File: config.mk
export PLATFORM = sky130hd
export DESIGN_NAME = phy_rst_seq
export DESIGN_NICKNAME = d
export VERILOG_FILES = /design/src/rtl/phy_rst_pkg.sv /design/src/rtl/rst_pin_qual.sv /design/src/rtl/rst_dwell_cnt.sv /design/src/rtl/rst_seq_fsm.sv /design/src/rtl/phy_rst_seq.sv
export SDC_FILE = /design/constraint.sdc
export NUM_CORES = 1
export LEC_CHECK = 0
export BUFFER_PORTS_ARGS = -buffer_cell sky130_fd_sc_hd__buf_2
export CORE_MARGIN = 3
export CORE_UTILIZATION = 45
export DETAILED_ROUTE_END_ITERATION = 8
export PLACE_DENSITY = 0.67
export SETUP_SLACK_MARGIN = 0.3
export SLEW_MARGIN = 30
export SYNTH_ARGS = -nofsm -noshare
export SYNTH_HDL_FRONTEND = slang
export SYNTH_SLANG_ARGS = --single-unit
File: constraint.sdc
create_clock -name clk -period 1.5 [get_ports clk]
set_clock_uncertainty 0.05 [all_clocks]
set_input_delay 0.075 -clock clk [delete_from_list [all_inputs] [get_ports clk]]
set_output_delay 0.075 -clock clk [all_outputs]
set_load 0.02 [all_outputs]
File: src/rtl/phy_rst_pkg.sv
package phy_rst_pkg;

    localparam int STATE_W = 3;

    typedef enum logic [STATE_W-1:0] {
        ST_POWER_WAIT = 3'd0,
        ST_POR_HOLD   = 3'd1,
        ST_RESET_HOLD = 3'd2,
        ST_EXIT_STEPS = 3'd3,
        ST_MGMT_READY = 3'd4,
        ST_RUN        = 3'd5
    } rst_state_e;

endpackage

File: src/rtl/rst_pin_qual.sv
// Synchronizes the asynchronous reset pin and counts consecutive low samples.
module rst_pin_qual #(
    parameter int SYNC_STAGES = 2,
    parameter int MIN_LOW     = 5
) (
    input  logic clk,
    input  logic pwr_good,
    input  logic pin_n,
    input  logic isolate,
    output logic pin_high,
    output logic qualified
);
    localparam int CNT_W = $clog2(MIN_LOW + 1);
    localparam logic [CNT_W-1:0] CNT_MAX = CNT_W'(MIN_LOW);

    logic [SYNC_STAGES-1:0] sync_q;
    logic [CNT_W-1:0]       low_cnt;

    generate
        if (SYNC_STAGES == 1) begin : g_one
            always_ff @(posedge clk) begin
                if (!pwr_good) sync_q <= '1;
                else           sync_q <= pin_n;
            end
        end else begin : g_chain
            always_ff @(posedge clk) begin
                if (!pwr_good) sync_q <= '1;
                else           sync_q <= {sync_q[SYNC_STAGES-2:0], pin_n};
            end
        end
    endgenerate

    assign pin_high = sync_q[SYNC_STAGES-1];

    // Saturating count of consecutive synchronized low samples.
    always_ff @(posedge clk) begin
        if (!pwr_good || isolate || pin_high) begin
            low_cnt <= '0;
        end else if (low_cnt != CNT_MAX) begin
            low_cnt <= low_cnt + 1'b1;
        end
    end

    assign qualified = (low_cnt == CNT_MAX);

endmodule

File: src/rtl/rst_dwell_cnt.sv
// Counts clocks while run is high; done flags the last cycle of a LIMIT-cycle stay.
module rst_dwell_cnt #(
    parameter int LIMIT = 16
) (
    input  logic clk,
    input  logic pwr_good,
    input  logic run,
    output logic done
);
    localparam int CNT_W = (LIMIT > 1) ? $clog2(LIMIT) : 1;
    localparam logic [CNT_W-1:0] LAST = CNT_W'(LIMIT - 1);

    logic [CNT_W-1:0] cnt;

    always_ff @(posedge clk) begin
        if (!pwr_good || !run) cnt <= '0;
        else if (cnt != LAST)  cnt <= cnt + 1'b1;
    end

    assign done = run && (cnt == LAST);

endmodule

File: src/rtl/rst_seq_fsm.sv
module rst_seq_fsm
    import phy_rst_pkg::*;
(
    input  logic       clk,
    input  logic       pwr_good,
    input  logic       pin_high,
    input  logic       pin_qual,
    input  logic       por_done,
    input  logic       exit_done,
    input  logic       sw_rst_wr,
    input  logic       clks_ok,
    output rst_state_e state,
    output logic       in_reset,
    output logic       mgmt_ready,
    output logic       data_ready,
    output logic       load_defaults,
    output logic       sw_rst_bit
);
    rst_state_e state_q, state_d;
    logic       sw_take;

    // State register
    always_ff @(posedge clk) begin
        if (!pwr_good) state_q <= ST_POWER_WAIT;
        else           state_q <= state_d;
    end

    // Next-state logic
    always_comb begin
        state_d = state_q;
        sw_take = 1'b0;
        unique case (state_q)
            ST_POWER_WAIT: state_d = ST_POR_HOLD;
            ST_POR_HOLD:   if (por_done) state_d = ST_EXIT_STEPS;
            ST_RESET_HOLD: if (pin_high) state_d = ST_EXIT_STEPS;
            ST_EXIT_STEPS: begin
                if (pin_qual)       state_d = ST_RESET_HOLD;
                else if (exit_done) state_d = ST_MGMT_READY;
            end
            ST_MGMT_READY: begin
                if (pin_qual) begin
                    state_d = ST_RESET_HOLD;
                end else if (sw_rst_wr) begin
                    state_d = ST_EXIT_STEPS;
                    sw_take = 1'b1;
                end else if (clks_ok) begin
                    state_d = ST_RUN;
                end
            end
            ST_RUN: begin
                if (pin_qual) begin
                    state_d = ST_RESET_HOLD;
                end else if (sw_rst_wr) begin
                    state_d = ST_EXIT_STEPS;
                    sw_take = 1'b1;
                end else if (!clks_ok) begin
                    state_d = ST_MGMT_READY;
                end
            end
            default: state_d = ST_POWER_WAIT;
        endcase
    end

    // Registered outputs, computed from the next state
    always_ff @(posedge clk) begin
        if (!pwr_good) begin
            in_reset      <= 1'b1;
            mgmt_ready    <= 1'b0;
            data_ready    <= 1'b0;
            load_defaults <= 1'b0;
            sw_rst_bit    <= 1'b0;
        end else begin
            in_reset      <= (state_d == ST_POWER_WAIT) || (state_d == ST_POR_HOLD) ||
                             (state_d == ST_RESET_HOLD) || (state_d == ST_EXIT_STEPS);
            mgmt_ready    <= (state_d == ST_MGMT_READY) || (state_d == ST_RUN);
            data_ready    <= (state_d == ST_RUN);
            load_defaults <= (state_q == ST_EXIT_STEPS) && (state_d == ST_MGMT_READY);
            if (sw_take) begin
                sw_rst_bit <= 1'b1;
            end else if (state_d == ST_RESET_HOLD ||
                         (state_q == ST_EXIT_STEPS && state_d == ST_MGMT_READY)) begin
                sw_rst_bit <= 1'b0;
            end
        end
    end

    assign state = state_q;

endmodule

File: src/rtl/phy_rst_seq.sv
module phy_rst_seq
    import phy_rst_pkg::*;
#(
    parameter int POR_CYCLES     = 500,
    parameter int EXIT_CYCLES    = 16,
    parameter int MIN_LOW_CYCLES = 5,
    parameter int SYNC_STAGES    = 2
) (
    input  logic               clk,
    input  logic               pwr_good,
    input  logic               rst_pin_n,
    input  logic               sw_rst_wr,
    input  logic               tx_clk_ok,
    input  logic               rx_clk_ok,
    output logic               in_reset,
    output logic               mgmt_ready,
    output logic               data_ready,
    output logic               mac_if_en,
    output logic               load_defaults,
    output logic               sw_rst_bit,
    output logic [STATE_W-1:0] state_code
);
    rst_state_e state;
    logic       pin_high, pin_qual, por_done, exit_done, clks_ok;

    assign clks_ok = tx_clk_ok && rx_clk_ok;

    rst_pin_qual #(
        .SYNC_STAGES (SYNC_STAGES),
        .MIN_LOW     (MIN_LOW_CYCLES)
    ) u_pin (
        .clk       (clk),
        .pwr_good  (pwr_good),
        .pin_n     (rst_pin_n),
        .isolate   (state == ST_POR_HOLD || state == ST_POWER_WAIT),
        .pin_high  (pin_high),
        .qualified (pin_qual)
    );

    rst_dwell_cnt #(.LIMIT(POR_CYCLES)) u_por_cnt (
        .clk      (clk),
        .pwr_good (pwr_good),
        .run      (state == ST_POR_HOLD),
        .done     (por_done)
    );

    rst_dwell_cnt #(.LIMIT(EXIT_CYCLES)) u_exit_cnt (
        .clk      (clk),
        .pwr_good (pwr_good),
        .run      (state == ST_EXIT_STEPS),
        .done     (exit_done)
    );

    rst_seq_fsm u_fsm (
        .clk           (clk),
        .pwr_good      (pwr_good),
        .pin_high      (pin_high),
        .pin_qual      (pin_qual),
        .por_done      (por_done),
        .exit_done     (exit_done),
        .sw_rst_wr     (sw_rst_wr),
        .clks_ok       (clks_ok),
        .state         (state),
        .in_reset      (in_reset),
        .mgmt_ready    (mgmt_ready),
        .data_ready    (data_ready),
        .load_defaults (load_defaults),
        .sw_rst_bit    (sw_rst_bit)
    );

    assign mac_if_en  = data_ready && clks_ok;
    assign state_code = state;

endmodule

==> Word level (Yosys, flattened, before mapping) <==
Index checks and enable logic that the tools add are counted.
{ "totals": {"reg_bits": 26, "latchBits": 0, "ramBits": 0, "mem_bits_ro": 0, "output_inout_bits": 9, "wordCells": 67, "memories": 0} }
{ "op_classes": {"n_addsub": 3, "n_mul": 0, "n_div": 0, "order_cmp": 0, "eq_ne": 16, "n_shift": 0, "mux": 16, "bitwise_logic": 0, "reduce_logical": 22} }
{ "ops": {"columns": ["op", "count"], "rows": [
  ["3-bit two-way mux", 10],
  ["3-bit one-hot mux with 6 select lines", 1],
  ["3-bit == test (second input constant)", 5],
  ["3-bit by 2-bit == test with 1-bit output (second input constant)", 4],
  ["1-bit logical OR", 10],
  ["9-bit by 1-bit adder with 9-bit output (second input constant)", 1],
  ["9-bit == test (second input constant)", 1],
  ["9-bit != test (second input constant)", 1],
  ["3-bit by 1-bit == test with 1-bit output (second input constant)", 2],
  ["3-bit zero test", 2],
  ["1-bit logical AND", 5],
  ["1-bit two-way mux", 5],
  ["4-bit by 1-bit adder with 4-bit output (second input constant)", 1],
  ["4-bit == test (second input constant)", 1],
  ["4-bit != test (second input constant)", 1],
  ["3-bit by 1-bit adder with 3-bit output (second input constant)", 1],
  ["1-bit zero test", 3],
  ["3-bit != test (second input constant)", 1],
  ["2-bit nonzero test", 1],
  ["2-bit OR reduction", 1]
]} }

==> Depth between registers and ports, before layout <==
Gate-level depths: netlist (run 1).
{ "depth": {"depth_word": 10, "ltp_mapped": 6, "ltp_nobuf": 6} }

==> Cells and area by module <==
A second synthesis (run 1) with hierarchy kept.
{ "unflattened": {"cells_unflattened": 127, "area_unflattened_um2": 1182.4} }
{ "by_module_without_submodules": {"columns": ["mod", "instances", "cells_per_inst", "area_each_um2"], "rows": [
  ["rst_dwell_cnt at u_por_cnt", 1, 47, 410.4],
  ["rst_seq_fsm", 1, 35, 320.3],
  ["rst_pin_qual", 1, 20, 221.5],
  ["rst_dwell_cnt at u_exit_cnt", 1, 20, 197.7],
  ["phy_rst_seq", 1, 5, 32.5]
]} }

==> Least setup slack after synthesis (run 1) <==
OpenSTA, ideal clock, no wires.
{ "synth_timing": {"path_kind": "register to register", "from": "register u_exit_cnt.cnt[0]", "to": "register u_fsm.state_q[1] (netlist: u_fsm.state[1])", "arrival_time_ns": 1.298, "required_time_ns": 1.335, "setup_slack_ns": 0.037, "path_stages_with_launch": 6, "path_buffers": 0, "synth_period_minus_slack_ns": 1.463, "path_cell_list": "dfxtp_1 -> ha_1 -> and3_4 -> a311oi_1 -> a211o_1 -> and2_1"} }
{ "synth_via": {"elab_chain_len": 5} }
{ "synth_rtl": {"columns": ["item", "line_no", "source"], "rows": [
  ["from (decl)", "rst_dwell_cnt.sv:13", "logic [CNT_W-1:0] cnt;"],
  ["from (signal assigned)", "rst_dwell_cnt.sv:17", "else if (cnt != LAST) cnt <= cnt + 1'b1;"],
  ["4-bit == test", "rst_dwell_cnt.sv:20", "assign done = run && (cnt == LAST);"],
  ["1-bit logical AND", "rst_dwell_cnt.sv:20", null],
  ["3-bit two-way mux", "rst_seq_fsm.sv:38", "else if (exit_done) state_d = ST_MGMT_READY;"],
  ["3-bit two-way mux", "rst_seq_fsm.sv:37", "if (pin_qual) state_d = ST_RESET_HOLD;"],
  ["3-bit one-hot mux with 6 select lines", "rst_seq_fsm.sv:32", "unique case (state_q)"],
  ["to (signal assigned)", "rst_seq_fsm.sv:25", "else state_q <= state_d;"],
  ["to (decl)", "rst_seq_fsm.sv:19", "rst_state_e state_q, state_d;"]
]} }
No other way between the ends.
A chain may end at the register's enable or synchronous reset.

==> Final worst setup path (run 1) <==
{ "layout_timing": {"from": "register u_exit_cnt.cnt[1]", "to": "register u_fsm.state_q[1] (netlist: u_fsm.state[1])"} }
Same word-level chain as after synthesis.

==> results of run 1 <==
## sequential cells by signal (all words and copies together) (netlist names)
name / flops
u_fsm.mgmt_ready: 1
u_fsm.load_defaults: 1
u_pin.sync_q: 2
u_fsm.in_reset: 1
u_por_cnt.cnt: 9
u_fsm.sw_rst_bit: 1
u_fsm.state: 3
u_exit_cnt.cnt: 4
u_fsm.data_ready: 1
u_pin.low_cnt: 3
## final cells by class
cell class | count | share of cell area [%]
Multi-Input combinational cell | 91 | 44.5
Tap cell | 28 | 2.32
Timing Repair Buffer | 29 | 12.4
Sequential cell | 26 | 35.8
Clock inverter | 1 | 1.99
Inverter | 6 | 1.49
Clock buffer | 3 | 1.49
## cell usage in the layout (no fill, tap or decap), drive strengths merged, types with 2 or more instances in the layout
master,instances
o21ai,6
or3,2
xnor2,2
dlygate4sd3,2
dfxtp,26
xor2,5
nand2b,4
clkbuf,3
nor2,19
inv,6
a21oi,7
ha,4
nand2,9
a211oi,2
nand3,4
and2,4
nand4,2
buf,27
nor3,4
and3,3
## stage by stage
| stage | setup WS (ns) | std cells | utilization, % | hold WS, ns |
|---|---|---|---|---|
| floorplan | 0.199 | 124 | - | 0.0980 |
| global placement | 0.163 | 165 | 54.6 | 0.207 |
| detailed placement | 0.0487 | 165 | 54.6 | 0.214 |
| CTS | 0.129 | 183 | 65.1 | 0.0500 |
| global route | 0.0867 | 184 | 66.4 | 0.0796 |
| finish | 0.133 | 184 | 66.4 | 0.0775 |
## path summary, 6_finish.rpt
kind | end | slack [ns] | depth (start not counted)
max reg2reg | u_fsm.state[1] | 0.13 | 5
min | u_fsm.in_reset | 0.08 | 3
min reg2reg | u_pin.sync_q[1] | 0.38 | 1
max | u_fsm.state[1] | 0.13 | 5
## worst register-to-register path, cell delays in order, from the launching register on
cell and delay (ns):
sky130_fd_sc_hd__dfxtp_4 0.38, sky130_fd_sc_hd__ha_4 0.14, sky130_fd_sc_hd__and3_4 0.21, sky130_fd_sc_hd__a311oi_2 0.11, sky130_fd_sc_hd__a211o_1 0.25, sky130_fd_sc_hd__and2_1 0.13
## layer usage
| layer | vias to the layer above | wire length, um | GRT usage, % | share of wire, % |
|---|---|---|---|---|
| met4 | 0 | 19 | 4.07 | 0.82 |
| met3 | 2 | 81 | 2.09 | 3.5 |
| li1 | 499 | - | - | - |
| met2 | 17 | 1200 | 28.2 | 51 |
| met5 | - | 0 | 0 | 0 |
| met1 | 461 | 1030 | 18.3 | 44 |
## power by group
| group | switching, mW | leakage [nW] | internal [mW] | total (mW) |
|---|---|---|---|---|
| clock network | 0.202 | 0.0279 | 0.270 | 0.472 |
| registers | 0.00543 | 0.216 | 0.692 | 0.698 |
| logic | 0.0226 | 0.393 | 0.0220 | 0.0445 |
| total | 0.230 | 0.636 | 0.984 | 1.21 |
## what timing repair did
action | in CTS | in global routing
buffers inserted | 12 | 1
hold endpoints to repair | 3 | 0
hold buffers | 2 | 0
endpoints found under the setup margin | 22 | 21
gates resized for setup | 18 | 4
pin swaps | 7 | 5
## kinds of logic after synthesis
group	after synthesis	share of synthesized area, %
and+or+nand+nor	56	26.2
xor gates and xnor gates	7	5.49
buffers and inverters	7	3.02
DFF	26	46.6
muxes	1	0.896
AOI/OAI and AO/OA	23	13.3
adders and majority gates	4	4.48
==> results.py, run 1 <==
metrics = {
    "status": {
        "outcome": "finished, final reports clean",
    },
    "hold_path": {
        "min-delay-start": "sw_rst_wr",
        "hold_class": "in -> reg",
    },
    "die": {
        "placement_rows": 17,
        "floorplan.die.height_um": 55.8,
        "initial_util_pct": 49.1,
        "dieArea_sq_um": 3120,
        "ioPinCount": 15,
        "die_width_um": 55.8,
        "fp.coreArea_sq_um": 2280,
    },
    "power_and_ir_drop": {
        "post-layout-total-power_mw": 1.21,
        "irDropWorstVdd_mv": 0.617,
        "cellLeakagePower_nw": 0.636,
        "power_per_cell_area_nw_per_um2": 804,
    },
    "synthesis": {
        "synth_commonest_cells": "sky130_fd_sc_hd__dfxtp_1, sky130_fd_sc_hd__nor2_1, sky130_fd_sc_hd__nand2_1",
        "synthesis.nets": 134,
        "synth_area_per_cell_sq_um": 9.01,
        "synth_async_sr_flop_share_pct": 0,
        "yosys_register_bits": 26,
        "synth-main-ff-cell": "sky130_fd_sc_hd__dfxtp_1",
        "synth_enable_flop_cells": 0,
        "post_synth_num_cell_types": 37,
        "ys_seq_area_share_pct": 46.6,
        "yosys-top-cells-area": "sky130_fd_sc_hd__dfxtp_1, sky130_fd_sc_hd__nor2_1, sky130_fd_sc_hd__ha_1, sky130_fd_sc_hd__xor2_1, sky130_fd_sc_hd__a21oi_1",
        "yosys_warnings": 0,
        "yosys.area.top_type": "sky130_fd_sc_hd__dfxtp_1",
        "synth.top_cell.area_share_pct": 46.6,
        "synth_area_sq_um": 1120,
        "syn_inst": 124,
        "synthMostInstantiatedCell": "sky130_fd_sc_hd__dfxtp_1",
    },
    "timing": {
        "clock.fmax_ghz": 0.732,
        "rsz0062_at_grt": "yes",
        "report.final.setup_viol": 0,
        "transition_time_of_the_tightest_slew_check_pin_ns": 0.294,
        "timing.final.hold_violations": 0,
        "fin_crit_ns": 1.37,
        "setup_total_negative_slack_ns": 0,
        "finalCritPeriodShare_pct": 91.1,
        "max_slew_margin_pct": 80.2,
        "final_max_slew_viol_count": 0,
    },
    "drt": {
        "drt.antenna.violating_nets": 0,
        "viasPerCell": 5.32,
        "vias": 979,
        "detail_route.iter0.violations": 28,
        "avgRoutedWirePerCell_um": 12.7,
        "totalWireLength_um": 2330,
        "residual_drc_count": 0,
        "dr.pass1.iters": 4,
    },
    "job": {
        "max_cap_violations": 0,
    },
    "final_layout": {
        "seq_area_sq_um": 541,
        "final_layout_size_suffix_gt1_share_pct": 39.1,
        "post_route_cell_area_sq_um": 1510,
        "nNetsFinal": 167,
        "final.fill_count": 183,
        "diodes": 0,
        "synthToLayoutAreaGrowth_pct": 35.2,
        "multi_input_area_sq_um": 672,
    },
    "cts": {
        "cts_max_level": 1,
        "insertion_delay_ns": 0.31,
        "cts_inserted_buffers": 3,
        "numClockSinks": 26,
        "cts.clk_slew.worst_paths_ns": 0.14,
        "tritoncts": "yes",
        "cts_buffer_depth": 2,
        "root_buffer": "sky130_fd_sc_hd__clkbuf_4",
    },
    "global_route": {
        "globalRouteTotalUtil_pct": 15.2,
        "number_of_antenna_violations_at_the_first_check_in_global_routing": 0,
        "grt_start_max_net_pins": 16,
        "grt_pass1_wl_um": 3950,
        "vias_in_the_first_global_route": 906,
        "grt.overflow.total": 0,
    },
    "placed_design": {
        "hpwl_um": 1520,
        "routabilityCongestion": 0.847,
        "portBuffers": 14,
        "placed_cell_area_sq_um": 1240,
    },
    "critical_path": {
        "worst-endpoint-arrival_ns": 1.54,
        "worstPathCellList": "ha_4, and3_4, a311oi_2, a211o_1, and2_1",
        "timing.critical_path.to_type": "register",
        "timing.setup.critical_path_class": "reg -> reg",
        "cpMaxStageDelayCell": "sky130_fd_sc_hd__dfxtp_4",
        "crit_family": "flip-flops",
        "r2r_start": "u_exit_cnt.cnt[1]",
        "critical-path-max-stage-delay_ns": 0.38,
        "worstPathRequired_ns": 1.67,
        "cp_launch_type": "register",
        "timing.critical_path.from": "u_exit_cnt.cnt[1]",
        "critical_path.max_fanout": 4,
        "timing.critical_path.buf_inv": 0,
    },
}
No activity file was read; power rests on OpenSTA's default activity.
==> run 2, diff against run 1 <==
- RECOVER_POWER: not set -> 100
==> results.py, run 2 (synthesis gave the netlist of run 1 again) <==
metrics = {
    "placed_design": {
        "hpwl_um": 1520,
        "placed_cell_area_sq_um": 1240,
        "portBuffers": 14,
        "routabilityCongestion": 0.847,
        "dp.cells": 165,
    },
    "cts": {
        "root_buffer": "sky130_fd_sc_hd__clkbuf_4",
        "insertion_delay_ns": 0.31,
        "numClockSinks": 26,
        "cts_inserted_buffers": 3,
        "tritoncts": "yes",
        "cts_max_level": 1,
        "cts_buffer_depth": 2,
        "cts.clk_slew.worst_paths_ns": 0.14,
    },
    "die": {
        "fp.coreArea_sq_um": 2280,
        "placement_rows": 17,
        "dieArea_sq_um": 3120,
        "die_width_um": 55.8,
        "ioPinCount": 15,
        "initial_util_pct": 49.1,
        "floorplan.die.height_um": 55.8,
    },
    "status": {
        "outcome": "finished, final reports clean",
    },
    "global_route": {
        "grt.overflow.total": 0,
        "globalRouteTotalUtil_pct": 15.2,
        "grt_start_max_net_pins": 16,
        "vias_in_the_first_global_route": 906,
        "grt_pass1_wl_um": 3950,
        "number_of_antenna_violations_at_the_first_check_in_global_routing": 0,
    },
    "final_layout": {
        "final.fill_count": 192,
        "fin_cells": 184,
        "nNetsFinal": 167,
        "synthToLayoutAreaGrowth_pct": 32.6,
        "reg.largest.list": "u_por_cnt.cnt: 9 flops, u_exit_cnt.cnt: 4 flops",
        "leading_cell_type_in_the_layout_fill_and_taps_excluded": "sky130_fd_sc_hd__nor2_1",
        "finalCoreUtilization_pct": 65.1,
        "diodes": 0,
        "post_route_cell_area_sq_um": 1480,
        "layout.cells.most_common_list": "sky130_fd_sc_hd__nor2_1, sky130_fd_sc_hd__dfxtp_1, sky130_fd_sc_hd__buf_4",
        "final_layout_size_suffix_gt1_share_pct": 30.8,
        "largest_register_ffs": 9,
        "most_flop_heavy_register": "u_por_cnt.cnt",
    },
    "drt": {
        "avgRoutedWirePerCell_um": 12.9,
        "detail_route.iter0.violations": 20,
        "drt.antenna.violating_nets": 0,
        "dr.pass1.iters": 4,
        "residual_drc_count": 0,
        "vias": 977,
        "viasPerCell": 5.31,
        "totalWireLength_um": 2370,
    },
    "critical_path": {
        "worstPathRequired_ns": 1.67,
        "cp_launch_type": "register",
        "timing.critical_path.to_type": "register",
        "timing.setup.critical_path_class": "reg -> reg",
        "critical_path.max_fanout": 4,
        "worst-endpoint-arrival_ns": 1.55,
    },
    "timing": {
        "transition_time_of_the_tightest_slew_check_pin_ns": 0.399,
        "final_max_slew_viol_count": 0,
        "max_slew_margin_pct": 73.4,
        "rsz0062_at_grt": "yes",
        "timing.final.hold_violations": 0,
        "finalCritPeriodShare_pct": 91.5,
        "fin_crit_ns": 1.37,
        "clock.fmax_ghz": 0.728,
        "report.final.setup_viol": 0,
        "setup_total_negative_slack_ns": 0,
    },
    "power_and_ir_drop": {
        "power_per_cell_area_nw_per_um2": 821,
        "cellLeakagePower_nw": 0.604,
        "irDropWorstVdd_mv": 0.617,
        "post-layout-total-power_mw": 1.22,
    },
    "job": {
        "max_cap_violations": 0,
    },
    "hold_path": {
        "hold_class": "in -> reg",
    },
}
run 2: changes by cell type in the layout (fill, tap and decap cells not counted), sizes merged:
cell / change
buf: -9
clkbuf: +9
run 2: worst paths after layout:
check / start / to / slack (ns) / cells after the start
hold / removal: sw_rst_wr / u_fsm.in_reset / 0.13 / 3
setup reg to reg: u_exit_cnt.cnt[1] / u_fsm.state[1] / 0.13 / 5
hold reg to reg: u_pin.sync_q[0] / u_pin.sync_q[1] / 0.39 / 1
setup / recovery: u_exit_cnt.cnt[1] / u_fsm.state[1] / 0.13 / 5
run 2: report_power, final:
group          internal (mW)  leakage, nW  switching (mW)
sequential             0.694        0.215         0.00551
combinational         0.0211        0.361          0.0226
clock                  0.270       0.0279           0.203
total                  0.985        0.604           0.231
run 2: area by class of cell:
class                   instances  area [sq um]  area share [%]
flip-flops and latches         26           536            36.1
well taps                      28          35.0            2.36
multi-input cells              91           657            44.3
clock buffers                   3          22.5            1.52
inverters                       6          22.5            1.52
repair buffers                 29           179            12.1
clock inverters                 1          30.0            2.03
run 2: per-layer routing:
layer  part of all wire [%]  routed length [um]  track usage [%]  up-vias
met5                      0                   0                0        -
met4                   0.80                  19             4.07        0
met3                    4.1                  96             2.09        2
met2                     51                1210             28.2       19
met1                     44                1040             18.3      459
li1                       -                   -                -      497
run 2: critical path: stages (launching register included):
cell and delay, ns:
sky130_fd_sc_hd__dfxtp_4 0.38, sky130_fd_sc_hd__ha_4 0.14, sky130_fd_sc_hd__and3_4 0.21, sky130_fd_sc_hd__a311oi_2 0.10, sky130_fd_sc_hd__a211o_1 0.26, sky130_fd_sc_hd__and2_1 0.13
run 2: repair_timing:
action,CTS,global route
setup buffers,12,1
endpoints found under the hold margin,3,0
pin swaps,7,5
gates resized for setup,18,4
hold buffers,2,0
endpoints found under the setup margin,22,21
run 2: per-stage QoR:
step / setup WS (ns) / hold WS [ns]
6_report: 0.127 / 0.132
5_1_grt: 0.0477 / 0.147
4_1_cts: 0.129 / 0.0500
3_5_place_dp: 0.0487 / 0.214
3_3_place_gp: 0.163 / 0.207
2_1_floorplan: 0.199 / 0.0980
==> run 3, diff against run 2 <==
- CORE_ASPECT_RATIO: not set -> 0.6
==> results.py, run 3 (synthesis gave the netlist of run 1 again) <==
metrics = {
    "status": {
        "outcome": "finished, final reports clean",
    },
    "global_route": {
        "grt.overflow.total": 0,
        "grt_start_max_net_pins": 15,
        "globalRouteTotalUtil_pct": 18.0,
        "number_of_antenna_violations_at_the_first_check_in_global_routing": 0,
        "vias_in_the_first_global_route": 933,
        "grt_pass1_wl_um": 4390,
    },
    "critical_path": {
        "worstPathCellList": "ha_4, and3_4, buf_4, nor3_1, o21ai_0, nor2_1",
        "cp_launch_type": "register",
        "ff2ff_path_depth": 6,
        "cpMaxStageDelayCell": "sky130_fd_sc_hd__dfxtp_4",
        "worst-endpoint-arrival_ns": 1.53,
        "timing.setup.critical_path_class": "reg -> reg",
        "timing.critical_path.to_type": "register",
        "critical-path-max-stage-delay_ns": 0.36,
        "worstPathRequired_ns": 1.66,
        "critical_path.max_fanout": 3,
    },
    "drt": {
        "drt.antenna.violating_nets": 0,
        "dr.pass1.iters": 5,
        "avgRoutedWirePerCell_um": 14.5,
        "detail_route.iter0.violations": 85,
        "residual_drc_count": 0,
        "totalWireLength_um": 2680,
        "viasPerCell": 5.52,
        "vias": 1022,
    },
    "final_layout": {
        "post_route_cell_area_sq_um": 1510,
        "reg.largest.list": "u_por_cnt.cnt: 9 flops, u_exit_cnt.cnt: 4 flops",
        "diodes": 0,
        "most_flop_heavy_register": "u_por_cnt.cnt",
        "finalCoreUtilization_pct": 66.6,
        "nNetsFinal": 166,
        "largest_register_ffs": 9,
        "synthToLayoutAreaGrowth_pct": 34.8,
        "leading_cell_type_in_the_layout_fill_and_taps_excluded": "sky130_fd_sc_hd__nor2_1",
        "layout.cells.most_common_list": "sky130_fd_sc_hd__nor2_1, sky130_fd_sc_hd__dfxtp_1, sky130_fd_sc_hd__buf_4",
        "final_layout_size_suffix_gt1_share_pct": 35.5,
        "fin_cells": 185,
    },
    "timing": {
        "finalCritPeriodShare_pct": 91.2,
        "setup_total_negative_slack_ns": 0,
        "fin_crit_ns": 1.37,
        "clock.fmax_ghz": 0.731,
        "timing.final.hold_violations": 0,
        "transition_time_of_the_tightest_slew_check_pin_ns": 0.403,
        "final_max_slew_viol_count": 0,
        "rsz0062_at_grt": "yes",
        "max_slew_margin_pct": 73.2,
        "report.final.setup_viol": 0,
    },
    "power_and_ir_drop": {
        "irDropWorstVdd_mv": 0.452,
        "post-layout-total-power_mw": 1.19,
        "power_per_cell_area_nw_per_um2": 790,
        "cellLeakagePower_nw": 0.606,
    },
    "placed_design": {
        "routabilityCongestion": 0.813,
        "placed_cell_area_sq_um": 1240,
        "hpwl_um": 1650,
        "portBuffers": 14,
        "dp.cells": 167,
    },
    "cts": {
        "cts.clk_slew.worst_paths_ns": 0.09,
        "insertion_delay_ns": 0.27,
        "cts_buffer_depth": 2,
        "tritoncts": "yes",
        "numClockSinks": 26,
        "root_buffer": "sky130_fd_sc_hd__clkbuf_8",
        "cts_inserted_buffers": 3,
        "cts_max_level": 1,
    },
    "die": {
        "initial_util_pct": 49.4,
        "ioPinCount": 15,
        "die_width_um": 70.3,
        "fp.coreArea_sq_um": 2260,
        "floorplan.die.height_um": 44.6,
        "placement_rows": 13,
        "dieArea_sq_um": 3140,
    },
    "hold_path": {
        "worst_hold_path.num_cells": 2,
        "hold_class": "in -> reg",
    },
    "job": {
        "max_cap_violations": 0,
    },
}
-- run 3: changes by cell type in the layout (fill, tap and decap cells not counted), moves of 2 or more --
cell / before / now
sky130_fd_sc_hd__clkbuf_4: 5 / 0
sky130_fd_sc_hd__clkbuf_8: 0 / 4
sky130_fd_sc_hd__dfxtp_1: 18 / 15
sky130_fd_sc_hd__dfxtp_4: 2 / 4
-- run 3: critical path, delay by kind of cell, from the launching register on --
kind,cells,cell delay [ns]
AOI/OAI and AO/OA,1,0.13
DFF,1,0.36
adders and majority gates,1,0.16
and+or+nand+nor,3,0.48
buffers and inverters,1,0.13
-- run 3: power by group --
part	internal, mW	switching [mW]	total (mW)
clock network	0.235	0.216	0.451
registers	0.689	0.00570	0.695
logic	0.0201	0.0235	0.0436
-- run 3: cell type report --
| type | instances | area [sq um] |
|---|---|---|
| tap | 30 | 37.5 |
| clock buffer | 4 | 55.1 |
| multi-input combinational | 91 | 682 |
| timing repair buffer | 28 | 165 |
| sequential | 26 | 544 |
| fill | 197 | 754 |
| inverter | 6 | 22.5 |
-- run 3: final timing paths --
path                                         from               end  slack (ns)
worst max-delay path            u_exit_cnt.cnt[0]  u_fsm.data_ready        0.13
worst max register to register  u_exit_cnt.cnt[0]  u_fsm.data_ready        0.13
worst min-delay path                     pwr_good   u_pin.sync_q[1]        0.03
worst min register to register    u_pin.sync_q[0]   u_pin.sync_q[1]        0.36
-- run 3: metal layers --
metal	global-route usage [%]	vias to the layer above	share of wire, %
li1	-	498	-
met1	23.0	486	44
met2	30.1	32	49
met3	5.90	6	6.2
met4	4.20	0	1.5
met5	0	-	0
-- run 3: timing repair --
item | CTS | global route
endpoints found under the setup margin | 21 | 20
hold buffers | 1 | 0
gates resized for setup | 18 | 14
pin swaps | 14 | 8
endpoints found under the hold margin | 1 | 0
buffers inserted | 11 | 2
-- run 3: through the flow --
step | hold slack, ns | setup WS [ns]
3_3_place_gp | 0.208 | 0.161
6_report | 0.0311 | 0.132
2_1_floorplan | 0.0980 | 0.199
4_1_cts | 0.00785 | 0.158
3_5_place_dp | 0.215 | 0.141
5_1_grt | 0.0257 | 0.0642
